### src/rtl/phy_mgmt_pkg.sv
package phy_mgmt_pkg;

  localparam int REG_DW    = 16;
  localparam int ADDR_CTRL = 0;
  localparam int ADDR_STAT = 1;

  // control register bit positions
  localparam int B_SRST   = 15;
  localparam int B_SPD_LO = 13;
  localparam int B_ANEN   = 12;
  localparam int B_PDN    = 11;
  localparam int B_ISO    = 10;
  localparam int B_RSTRT  = 9;
  localparam int B_DPLX   = 8;
  localparam int B_CTEST  = 7;
  localparam int B_SPD_HI = 6;

  // status register capability bits
  localparam int B_CAP_T4  = 15;
  localparam int B_CAP_XFD = 14;
  localparam int B_CAP_XHD = 13;

  typedef struct packed {
    logic       srst;
    logic [1:0] speed;   // {high, low}
    logic       an_en;
    logic       pdn;
    logic       iso;
    logic       restart;
    logic       duplex;
    logic       ctest;
  } ctrl_t;

  function automatic logic [REG_DW-1:0] pack_ctrl(input ctrl_t c);
    logic [REG_DW-1:0] w;
    w           = '0;
    w[B_SRST]   = c.srst;
    w[B_SPD_LO] = c.speed[0];
    w[B_ANEN]   = c.an_en;
    w[B_PDN]    = c.pdn;
    w[B_ISO]    = c.iso;
    w[B_RSTRT]  = c.restart;
    w[B_DPLX]   = c.duplex;
    w[B_CTEST]  = c.ctest;
    w[B_SPD_HI] = c.speed[1];
    return w;
  endfunction

  function automatic logic [REG_DW-1:0] status_word();
    logic [REG_DW-1:0] w;
    w            = '0;
    w[B_CAP_T4]  = 1'b0;
    w[B_CAP_XFD] = 1'b1;
    w[B_CAP_XHD] = 1'b1;
    return w;
  endfunction

  function automatic ctrl_t ctrl_default(input logic an, input logic [1:0] spd,
                                         input logic dpx);
    ctrl_t c;
    c         = '0;
    c.an_en   = an;
    c.speed   = spd;
    c.duplex  = dpx;
    return c;
  endfunction

endpackage

### src/rtl/phy_ctrl_reg.sv
module phy_ctrl_reg
  import phy_mgmt_pkg::*;
(
  input  logic              clk,
  input  logic              rst_n,
  input  logic              wr_en,
  input  logic [REG_DW-1:0] wdata,
  input  logic              an_started,
  input  logic              strap_an_en,
  input  logic [1:0]        strap_speed,
  input  logic              strap_duplex,
  output ctrl_t             ctrl,
  output logic              soft_rst_evt,
  output logic              restart_set_evt,
  output logic              restart_clr_evt
);

  ctrl_t nxt;
  logic  unused_wbits;

  assign unused_wbits    = ^{wdata[14], wdata[5:0]};
  assign soft_rst_evt    = wr_en & wdata[B_SRST];
  assign restart_set_evt = wr_en & ~wdata[B_SRST] & wdata[B_RSTRT] & ctrl.an_en;
  assign restart_clr_evt = an_started & ctrl.restart;

  always_comb begin
    nxt      = ctrl;
    nxt.srst = 1'b0;
    if (restart_clr_evt) nxt.restart = 1'b0;
    if (soft_rst_evt) begin
      nxt      = ctrl_default(strap_an_en, strap_speed, strap_duplex);
      nxt.srst = 1'b1;
    end else if (wr_en) begin
      nxt.an_en = wdata[B_ANEN];
      nxt.pdn   = wdata[B_PDN];
      nxt.iso   = wdata[B_ISO];
      nxt.ctest = wdata[B_CTEST];
      if (!ctrl.an_en) begin
        nxt.speed  = {wdata[B_SPD_HI], wdata[B_SPD_LO]};
        nxt.duplex = wdata[B_DPLX];
      end
      if (restart_set_evt) nxt.restart = 1'b1;
    end
  end

  always_ff @(posedge clk) begin
    if (!rst_n) ctrl <= ctrl_default(strap_an_en, strap_speed, strap_duplex);
    else        ctrl <= nxt;
  end

endmodule

### src/rtl/phy_col_test.sv
module phy_col_test #(
  parameter int ON_TICKS  = 1,
  parameter int OFF_TICKS = 3
)(
  input  logic clk,
  input  logic rst_n,
  input  logic enable,
  input  logic tx_en,
  input  logic bit_tick,
  output logic col,
  output logic col_change_evt
);

  localparam int MAX_TICKS = (ON_TICKS > OFF_TICKS) ? ON_TICKS : OFF_TICKS;
  localparam int CNT_W     = $clog2(MAX_TICKS + 1);

  function automatic logic [CNT_W-1:0] ticks_needed(input logic rising);
    return rising ? CNT_W'(ON_TICKS) : CNT_W'(OFF_TICKS);
  endfunction

  logic [CNT_W-1:0] cnt;
  logic             pending;

  assign pending        = tx_en ^ col;
  assign col_change_evt = enable & pending & bit_tick &
                          ((cnt + 1'b1) == ticks_needed(tx_en));

  always_ff @(posedge clk) begin
    if (!rst_n || !enable) begin
      col <= 1'b0;
      cnt <= '0;
    end else if (!pending) begin
      cnt <= '0;
    end else if (col_change_evt) begin
      col <= tx_en;
      cnt <= '0;
    end else if (bit_tick) begin
      cnt <= cnt + 1'b1;
    end
  end

endmodule

### src/rtl/phy_rd_port.sv
module phy_rd_port
  import phy_mgmt_pkg::*;
#(
  parameter int ADDR_W = 5
)(
  input  logic              clk,
  input  logic              rst_n,
  input  logic              rd_en,
  input  logic [ADDR_W-1:0] addr,
  input  logic [REG_DW-1:0] ctrl_word,
  output logic [REG_DW-1:0] rdata
);

  localparam logic [ADDR_W-1:0] A_CTRL = ADDR_W'(ADDR_CTRL);
  localparam logic [ADDR_W-1:0] A_STAT = ADDR_W'(ADDR_STAT);

  logic [REG_DW-1:0] sel;

  always_comb begin
    if (addr == A_CTRL)      sel = ctrl_word;
    else if (addr == A_STAT) sel = status_word();
    else                     sel = '0;
  end

  always_ff @(posedge clk) begin
    if (!rst_n)     rdata <= '0;
    else if (rd_en) rdata <= sel;
    else            rdata <= '0;
  end

endmodule

### src/rtl/phy_mgmt_regs.sv
module phy_mgmt_regs
  import phy_mgmt_pkg::*;
#(
  parameter int ADDR_W        = 5,
  parameter int COL_ON_TICKS  = 1,
  parameter int COL_OFF_TICKS = 3
)(
  input  logic              clk,
  input  logic              rst_n,
  input  logic [ADDR_W-1:0] reg_addr,
  input  logic [REG_DW-1:0] reg_wdata,
  input  logic              reg_wr,
  input  logic              reg_rd,
  output logic [REG_DW-1:0] reg_rdata,
  input  logic              strap_an_en,
  input  logic [1:0]        strap_speed,
  input  logic              strap_duplex,
  input  logic              an_started,
  input  logic              bit_tick,
  input  logic              tx_en,
  output logic              pdn_o,
  output logic              iso_o,
  output logic              an_en_o,
  output logic              an_restart_o,
  output logic [1:0]        speed_o,
  output logic              duplex_o,
  output logic              col_o
);

  localparam logic [ADDR_W-1:0] A_CTRL = ADDR_W'(ADDR_CTRL);

  ctrl_t             ctrl;
  logic              wr_ctrl;
  logic              soft_rst_evt;
  logic              restart_set_evt;
  logic              restart_clr_evt;
  logic              col_enable;
  logic              tx_en_eff;
  logic              col_change_evt;
  logic [REG_DW-1:0] ctrl_word;

  assign wr_ctrl    = reg_wr & (reg_addr == A_CTRL);
  assign ctrl_word  = pack_ctrl(ctrl);
  assign col_enable = ctrl.ctest & ~ctrl.iso & ~ctrl.pdn;
  assign tx_en_eff  = tx_en & ~ctrl.iso & ~ctrl.pdn;

  phy_ctrl_reg u_ctrl (
    .clk             (clk),
    .rst_n           (rst_n),
    .wr_en           (wr_ctrl),
    .wdata           (reg_wdata),
    .an_started      (an_started),
    .strap_an_en     (strap_an_en),
    .strap_speed     (strap_speed),
    .strap_duplex    (strap_duplex),
    .ctrl            (ctrl),
    .soft_rst_evt    (soft_rst_evt),
    .restart_set_evt (restart_set_evt),
    .restart_clr_evt (restart_clr_evt)
  );

  phy_col_test #(
    .ON_TICKS  (COL_ON_TICKS),
    .OFF_TICKS (COL_OFF_TICKS)
  ) u_col (
    .clk            (clk),
    .rst_n          (rst_n),
    .enable         (col_enable),
    .tx_en          (tx_en_eff),
    .bit_tick       (bit_tick),
    .col            (col_o),
    .col_change_evt (col_change_evt)
  );

  phy_rd_port #(.ADDR_W(ADDR_W)) u_rd (
    .clk       (clk),
    .rst_n     (rst_n),
    .rd_en     (reg_rd),
    .addr      (reg_addr),
    .ctrl_word (ctrl_word),
    .rdata     (reg_rdata)
  );

  assign pdn_o        = ctrl.pdn;
  assign iso_o        = ctrl.iso;
  assign an_en_o      = ctrl.an_en;
  assign an_restart_o = ctrl.restart;
  assign speed_o      = ctrl.speed;
  assign duplex_o     = ctrl.duplex;

endmodule

### config.mk
export PLATFORM = sky130hd
export DESIGN_NAME = phy_mgmt_regs
export DESIGN_NICKNAME = d
export VERILOG_FILES = /design/src/rtl/phy_mgmt_pkg.sv /design/src/rtl/phy_ctrl_reg.sv /design/src/rtl/phy_col_test.sv /design/src/rtl/phy_rd_port.sv /design/src/rtl/phy_mgmt_regs.sv
export SDC_FILE = /design/constraint.sdc
export NUM_CORES = 1
export LEC_CHECK = 0
export CAP_MARGIN = 5
export CORE_UTILIZATION = 37
export CTS_CLUSTER_SIZE = 25
export DETAILED_ROUTE_END_ITERATION = 8
export HOLD_SLACK_MARGIN = 0.05
export MAX_ROUTING_LAYER = met4
export PLACE_DENSITY_LB_ADDON = 0.08
export SETUP_SLACK_MARGIN = 0.05
export SLEW_MARGIN = 20
export SYNTH_ARGS = -nofsm -noshare
export SYNTH_HDL_FRONTEND = slang
export SYNTH_SLANG_ARGS = --single-unit
### constraint.sdc
create_clock -name clk -period 2.25 [get_ports clk]
set_clock_uncertainty 0.05 [all_clocks]
set_input_delay 0.45 -clock clk [delete_from_list [all_inputs] [get_ports clk]]
set_output_delay 0.45 -clock clk [all_outputs]
set_load 0.05 [all_outputs]
==> flow_summary.toml, run 1 <==
[sta]
final.min_clock_period_ns = 2.11
max_freq_mhz = 475
finalSetupViolCount = 0
worst_pin_slew_ns = 0.503
tns_ns = 0
maxSlewViolCount = 0
finalHoldViolations = 0
rsz0062_at_grt = "no"
slew_headroom_pct = 66.4
finalCritPeriodShare_pct = 93.6

[setup_path]
rrSetupSlack_ns = 0.71
rr_startpoint = "u_ctrl.ctrl[4]"
required_ns = 1.75
critPathCaptureType = "output pin"
critical_path_arrival_ns = 1.61
path_class = "reg -> out"
crit_path_start_kind = "flip-flop"
cp_num_buf_inv = 1
cpPeakStageDelay_ns = 0.84
worst-r2r-cell-count = 3
r2r-end = "u_col.cnt[1]"
worstPathCellList = "clkdlybuf4s50_1"
cpMaxStageDelayCell = "clkdlybuf4s50_1"
crit_family = "buffers and inverters"
path_max_fanout = 7

[die]
dieWidth_um = 53.8
die_area_sq_um = 2890
fp.dieH_um = 53.8
initial_core_util_pct = 39.7
io_pins = 56
rows = 18
core_region_area_sq_um = 2500

[clocking]
cts_repair_resize_count = 0
clock-sinks = 22
clk_path_buf_depth = 2
cts_hold_buf = 0
postCtsSetupBuffers = 0
cts_htree_levels = 1
cts_buffers = 3
root_buffer = "clkbuf_4"
cts_tree = "built"
clk_pin_slew_ns = 0.12
insertion_delay_ns = 0.31

[grt]
grt_pass1_wl_um = 3180
gr-total-overflow = 0
use_met1_pct = 19.7
busiest_layer = "met2"
use_met2_pct = 23.3
grt_max_degree = 14
antenna_found_initial = 0
met3_usage_pct = 6.21
grt_pass1_vias = 765
grtUsageTotal_pct = 16.0

[cells_and_area]
diodes = 0
drive_gt1_share_pct = 9.86
fillers = 223
nNetsFinal = 175
area_growth_pct = 47.9

[routing]
drc_errors = 0
postRouteAntennaNets = 0
routed_wl_um = 1990
vias = 854
wl_per_cell_um = 11.6
first_iter_violations = 17
viasPerCell = 4.97
drt_pass1_iterations = 4

[pwr]
p_leak_nw = 0.515
power_mw = 0.811
ir_drop_uv = 439
p_per_area_nw_per_um2 = 553

[synth]
synth_fa_ha_area_share_pct = 0
synth_top_family_by_area = "simple AND/OR/NAND/NOR gates"
ys_types = 32
yosysSeqAreaShare_pct = 48.4
yosys.area_share.xor_xnor_pct = 1.77
mappedNetlistArea_sq_um = 992
synth_simple_gate_area_share_pct = 25.5
avgSynthCellArea_sq_um = 10.2
yosys_warnings = 0
synth_compound_area_share_pct = 15.3
ys_ff_latch = 22
syn_inst = 97
synth_mux_area_share_pct = 0

[placed_design]
dp.final_hpwl_um = 1590
place_congestion = 0.853
io_buffers = 42

[hold_path]
hold_depth = 1
hp-start = "u_ctrl.ctrl[8]"
min_path_type = "reg -> reg"
hold_end = "u_rd.rdata[15]"

[status]
status = "finished, final reports clean"

[run]
drv_cap = 0
==> sequential cells by signal, summed over array words and instances, names as in the netlist <==
register     cells
u_rd.rdata      10
u_ctrl.ctrl      9
u_col.cnt        2
u_col.col        1
==> logic make-up after synthesis <==
group                  count (synthesis)
AND/OR/NAND/NOR                       38
other                                  1
AO/OA/AOI/OAI                         21
XOR/XNOR                               2
buffers and inverters                 13
flip-flops                            22
==> per-layer routing <==
| metal | wire (um) | part of all wire (%) |
|---|---|---|
| met2 | 907 | 46 |
| met5 | 0 | 0 |
| met1 | 901 | 45 |
| met4 | 27 | 1.4 |
| met3 | 152 | 7.6 |
==> layout make-up <==
type,count,area [sq um],share of cell area [%]
repair buffers,45,443,30.2
inverters,4,15.0,1.02
well taps,30,37.5,2.56
flip-flops and latches,22,480,32.7
clock buffers,4,47.5,3.24
multi-input cells,67,444,30.3
==> worst max path at each step <==
stage / from / to / cells past startpoint
6_report: u_col.col / col_o / 1
4_1_cts: u_col.col / col_o / 1
3_5_place_dp: reg_addr[4] / u_ctrl.ctrl[1] / 4
2_1_floorplan: reg_addr[4] / u_ctrl.ctrl[1] / 3
5_1_grt: u_col.col / col_o / 1
3_3_place_gp: reg_addr[4] / u_ctrl.ctrl[6] / 4
==> cell usage after synthesis <==
cell,number,area [sq um]
dfxtp_1,18,360
and2_1,8,50.1
buf_4,8,60.1
o21ai_0,6,30.0
a21oi_1,5,25.0
nand2b_1,5,31.3
a32o_1,4,40.0
edfxtp_1,4,120
inv_1,4,15.0
nand2_1,3,11.3
nand4b_1,3,26.3
nor2b_1,3,18.8
nor3_1,3,15.0
nor2_1,2,7.51
nor3b_1,2,15.0
o311ai_0,2,17.5
xnor2_1,2,17.5
a2111oi_2,1,15.0
a221oi_1,1,8.76
buf_6,1,11.3
conb_1,1,3.75
nand3b_1,1,7.51
nand4_1,1,6.26
nor2_2,1,6.26
nor3_4,1,16.3
nor4_1,1,6.26
o21ai_2,1,8.76
o22ai_1,1,6.26
or2_2,1,6.26
or3b_1,1,8.76
or3b_2,1,8.76
or4_4,1,11.3
==> where the power goes <==
part | internal (mW) | switching (mW) | total [mW] | leakage [nW]
Clock | 0.136 | 0.121 | 0.256 | 0.0261
Sequential | 0.409 | 0.00475 | 0.413 | 0.184
Combinational | 0.0631 | 0.0779 | 0.141 | 0.305
Total | 0.608 | 0.203 | 0.811 | 0.515
==> through the flow <==
stage	cell area [sq um]	std cells	utilization, %	hold WS (ns)	setup WS (ns)
2_1_floorplan	1010	102	-	0.356	0.457
3_3_place_gp	1420	168	56.8	0.364	0.122
3_5_place_dp	1420	168	56.8	0.373	0.130
4_1_cts	1470	172	58.7	0.400	0.116
5_1_grt	1470	172	58.7	0.405	0.0689
6_report	1470	172	58.7	0.393	0.143
==> placed cells by master, fill, tap and decap left out, drive strengths merged, types with 2 or more instances in the layout <==
| cell | instances |
|---|---|
| clkdlybuf4s50 | 42 |
| dfxtp | 18 |
| and2 | 8 |
| o21ai | 7 |
| conb | 6 |
| nand2b | 5 |
| a21oi | 5 |
| inv | 4 |
| a32o | 4 |
| edfxtp | 4 |
| nor3 | 4 |
| clkbuf | 4 |
| nor2b | 3 |
| nand2 | 3 |
| nand4b | 3 |
| buf | 3 |
| nor2 | 3 |
| xnor2 | 2 |
| nor3b | 2 |
| o311ai | 2 |
| or3b | 2 |
(Power assumes the default switching activity.)
==> inputs of run 2 (changes only) <==
--- a/config.mk
+++ b/config.mk
@@ -6,7 +6,9 @@
 export NUM_CORES = 1
 export LEC_CHECK = 0
 export CAP_MARGIN = 5
-export CORE_UTILIZATION = 37
+export CELL_PAD_IN_SITES_DETAIL_PLACEMENT = 1
+export CELL_PAD_IN_SITES_GLOBAL_PLACEMENT = 2
+export CORE_UTILIZATION = 21
 export CTS_CLUSTER_SIZE = 25
 export DETAILED_ROUTE_END_ITERATION = 8
 export HOLD_SLACK_MARGIN = 0.05
==> flow_summary.toml, run 2 (synthesized netlist as in run 1, its figures left out) <==
[placed_design]
place_congestion = 0.684
dp.final_hpwl_um = 2090
io_buffers = 42

[clocking]
cts_hold_buf = 0
cts_repair_resize_count = 0
cts_htree_levels = 1
cts_tree = "built"
clk_path_buf_depth = 2
root_buffer = "clkbuf_8"
insertion_delay_ns = 0.27
cts_buffers = 3
clk_pin_slew_ns = 0.09
postCtsSetupBuffers = 0
clock-sinks = 22

[status]
status = "complete, but fails checks"
violations = "DRC"

[setup_path]
startpoint = "u_col.col"
crit_path_start_kind = "flip-flop"
rr_startpoint = "u_ctrl.ctrl[4]"
path_max_fanout = 7
worstPathCellList = "clkdlybuf4s50_1"
cp_num_buf_inv = 1
critical_path_arrival_ns = 1.56
cpMaxStageDelayCell = "clkdlybuf4s50_1"
crit_family = "buffers and inverters"
path_class = "reg -> out"
cpPeakStageDelay_ns = 0.84
required_ns = 1.75
critPathCaptureType = "output pin"

[grt]
grt_pass1_vias = 884
grt_max_degree = 14
grtUsageTotal_pct = 11.5
grt_pass1_wl_um = 4370
antenna_found_initial = 0
gr-total-overflow = 0

[cells_and_area]
mostFrequentLayoutCells = "clkdlybuf4s50_1, dfxtp_1, and2_1, o21ai_0, conb_1"
fillers = 509
mostFrequentLayoutCell = "clkdlybuf4s50_1"
area_growth_pct = 53.8
diodes = 0
post-route-util_pct = 34.3
nNetsFinal = 176
top_regs = "u_rd.rdata: 10 flops, u_ctrl.ctrl: 9 flops, u_col.cnt: 2 flops"
largest_register = "u_rd.rdata"
largest_reg_flops = 10
drive_gt1_share_pct = 10.5

[routing]
vias = 861
first_iter_violations = 28
postRouteAntennaNets = 0
drc_errors = 6
viasPerCell = 4.42
wl_per_cell_um = 13.6
drt_pass1_iterations = 6
routed_wl_um = 2640

[sta]
slew_headroom_pct = 65.8
final.min_clock_period_ns = 2.06
maxSlewViolCount = 0
finalCritPeriodShare_pct = 91.7
rsz0062_at_grt = "no"
tns_ns = 0
finalSetupViolCount = 0
max_freq_mhz = 484
finalHoldViolations = 0
worst_pin_slew_ns = 0.511

[pwr]
net-switching-power_mw = 0.223
p_leak_nw = 0.528
p_seq_share_pct = 44.3
internal_power_mw = 0.710
pwr-share-clk_pct = 40.3
p_per_area_nw_per_um2 = 611
ir_drop_uv = 273
power_frac_comb_pct = 15.4
swShare_pct = 23.9

[hold_path]
min_path_type = "reg -> reg"
hp-start = "u_ctrl.ctrl[8]"

[die]
fp.dieH_um = 70.7
initial_core_util_pct = 22.3
core_region_area_sq_um = 4440
die_area_sq_um = 5000
io_pins = 56
dieWidth_um = 70.7
rows = 24

[run]
drv_cap = 0
-- run 2: power by group through the flow --
stage                     combinational (mW)  clock (mW)  sequential, mW
after floorplan                       0.0726           0           0.434
after global placement                 0.143           0           0.422
after detailed placement               0.145           0           0.422
after CTS                              0.145       0.390           0.413
after global routing                   0.152       0.404           0.414
final                                  0.144       0.376           0.413
-- run 2: final cells by class --
cell class                 instances  area [sq um]  area share (%)
inverter                           4          15.0           0.984
timing repair buffer              46           450            29.5
multi-input combinational         67           444            29.1
clock inverter                     1          30.0            1.97
sequential                        22           480            31.5
clock buffer                       3          41.3            2.70
tap                               52          65.1            4.26
-- run 2: path summary, 6_finish.rpt --
kind                    endpoint  slack [ns]  depth (start not counted)
hold / removal    u_rd.rdata[15]        0.37                          1
setup reg to reg    u_col.cnt[1]        0.74                          3
setup / recovery           col_o        0.19                          1
hold reg to reg   u_rd.rdata[15]        0.37                          1
-- run 2: through the flow --
step | total power [mW] | worst slack [ns] | hold WS [ns] | cell area, sq um | instances
6_report | 0.932 | 0.186 | 0.375 | 1530 | 195
3_5_place_dp | 0.566 | 0.101 | 0.365 | 1460 | 191
3_3_place_gp | 0.565 | 0.128 | 0.367 | 1460 | 191
4_1_cts | 0.948 | 0.178 | 0.379 | 1530 | 195
2_1_floorplan | 0.506 | 0.457 | 0.356 | 1010 | 102
5_1_grt | 0.970 | 0.129 | 0.395 | 1530 | 195
-- run 2: metal layers --
metal	up-vias	global-route usage [%]	part of all wire, %
met3	2	3.28	4.5
met2	29	17.9	47
met4	0	2.67	0.95
met5	-	-	0
li1	431	-	-
met1	399	14.8	48
==> inputs of run 3 (changes only) <==
--- a/config.mk
+++ b/config.mk
@@ -8,6 +8,7 @@
 export CAP_MARGIN = 5
 export CELL_PAD_IN_SITES_DETAIL_PLACEMENT = 1
 export CELL_PAD_IN_SITES_GLOBAL_PLACEMENT = 2
+export CORE_ASPECT_RATIO = 1.75
 export CORE_UTILIZATION = 21
 export CTS_CLUSTER_SIZE = 25
 export DETAILED_ROUTE_END_ITERATION = 8
==> flow_summary.toml, run 3 (synthesized netlist as in run 1, its figures left out) <==
[run]
drv_cap = 0

[placed_design]
dp.cells = 192
place_congestion = 0.728
io_buffers = 42
placed_area_sq_um = 1470
pre_cts_ws_ns = 0.0465
dp.final_hpwl_um = 2120

[clocking]
clk_path_buf_depth = 2
cts_tree = "built"
root_buffer = "clkbuf_8"
cts_htree_levels = 1
postCtsSetupBuffers = 0
cts_repair_resize_count = 0
insertion_delay_ns = 0.27
clock-sinks = 22
clk_pin_slew_ns = 0.09
cts_hold_buf = 0
cts_buffers = 3

[routing]
drt_pass1_iterations = 4
first_iter_violations = 8
routed_wl_um = 2580
viasPerCell = 4.52
wl_per_cell_um = 13.2
vias = 886
postRouteAntennaNets = 0
drc_errors = 0

[setup_path]
cp_num_buf_inv = 1
required_ns = 1.75
cpPeakStageDelay_ns = 0.84
critical_path_arrival_ns = 1.55
r2r-end = "u_col.cnt[1]"
cpMaxStageDelayCell = "clkdlybuf4s50_1"
rrSetupSlack_ns = 0.73
crit_path_start_kind = "flip-flop"
path_max_fanout = 7
worstPathCellList = "clkdlybuf4s50_1"
startpoint = "u_col.col"
path_class = "reg -> out"
rr_startpoint = "u_ctrl.ctrl[4]"
worstSetupEndpoint = "col_o"
cp.depth = 1
worst-r2r-cell-count = 3
crit_family = "buffers and inverters"
critPathCaptureType = "output pin"

[sta]
worst_hold_slack_ns = 0.391
maxSlewViolCount = 0
final.min_clock_period_ns = 2.05
rsz0062_at_grt = "no"
tns_ns = 0
worst_pin_slew_ns = 0.503
max_freq_mhz = 487
finalCritPeriodShare_pct = 91.3
fin_ws_ns = 0.196
slew_headroom_pct = 66.4
finalHoldViolations = 0
finalSetupViolCount = 0

[pwr]
internal_power_mw = 0.713
ir_drop_uv = 285
power_mw = 0.934
pwr-share-clk_pct = 40.0
p_per_area_nw_per_um2 = 606
swShare_pct = 23.7
power_frac_comb_pct = 15.8
p_seq_share_pct = 44.2
p_leak_nw = 0.539
net-switching-power_mw = 0.221

[cells_and_area]
largest_reg_flops = 10
finish.instance_area_sq_um = 1540
finalNonFillerCells = 196
diodes = 0
mostFrequentLayoutCells = "clkdlybuf4s50_1, dfxtp_1, and2_1"
nNetsFinal = 178
mostFrequentLayoutCell = "clkdlybuf4s50_1"
post-route-util_pct = 34.3
largest_register = "u_rd.rdata"
drive_gt1_share_pct = 11.7
top_regs = "u_rd.rdata: 10 flops, u_ctrl.ctrl: 9 flops, u_col.cnt: 2 flops"
area_growth_pct = 55.2

[grt]
gr-total-overflow = 0
grt_pass1_vias = 888
grt_max_degree = 14
antenna_found_initial = 0
grtUsageTotal_pct = 11.5
grt_pass1_wl_um = 4060

[die]
initial_core_util_pct = 22.1
core_region_area_sq_um = 4480
fp.dieH_um = 92.9
io_pins = 56
rows = 32
dieWidth_um = 54.0
die_area_sq_um = 5010

[status]
status = "finished, final reports clean"

[hold_path]
min_path_type = "reg -> reg"
## run 3: changes by cell type in the layout (fill, tap and decap cells not counted)
cell,previous run,this run
buf_4,4,6
## run 3: cell type report
type / instances / area [sq um]
clock inverters: 1 / 30.0
well taps: 51 / 63.8
repair buffers: 48 / 465
flip-flops and latches: 22 / 480
clock buffers: 3 / 41.3
fillers: 523 / 2940
multi-input cells: 67 / 444
inverters: 4 / 15.0
## run 3: power groups by stage
stage	Clock, mW	Sequential (mW)	Combinational (mW)
finish	0.373	0.413	0.148
global route	0.394	0.414	0.157
CTS	0.386	0.414	0.149
detailed placement	0	0.423	0.148
global placement	0	0.422	0.147
floorplan	0	0.434	0.0726
## run 3: how the worst min path moves through the flow
stage,slack [ns],depth (start not counted),endpoint,from
2_1_floorplan,0.36,1,u_rd.rdata[15],u_ctrl.ctrl[8]
3_3_place_gp,0.37,1,u_rd.rdata[15],u_ctrl.ctrl[8]
3_5_place_dp,0.38,1,u_rd.rdata[15],u_ctrl.ctrl[8]
4_1_cts,0.40,1,u_rd.rdata[15],u_ctrl.ctrl[8]
5_1_grt,0.40,1,u_rd.rdata[15],u_ctrl.ctrl[8]
6_report,0.39,1,u_rd.rdata[15],u_ctrl.ctrl[8]
## run 3: metal layers
layer,global-route usage (%),wire length (um),vias to the layer above,share of wire (%)
met5,-,0,-,0
met1,12.1,982,418,38
met4,6.36,78,0,3.0
met3,2.13,127,6,4.9
li1,-,-,433,-
met2,19.2,1390,29,54
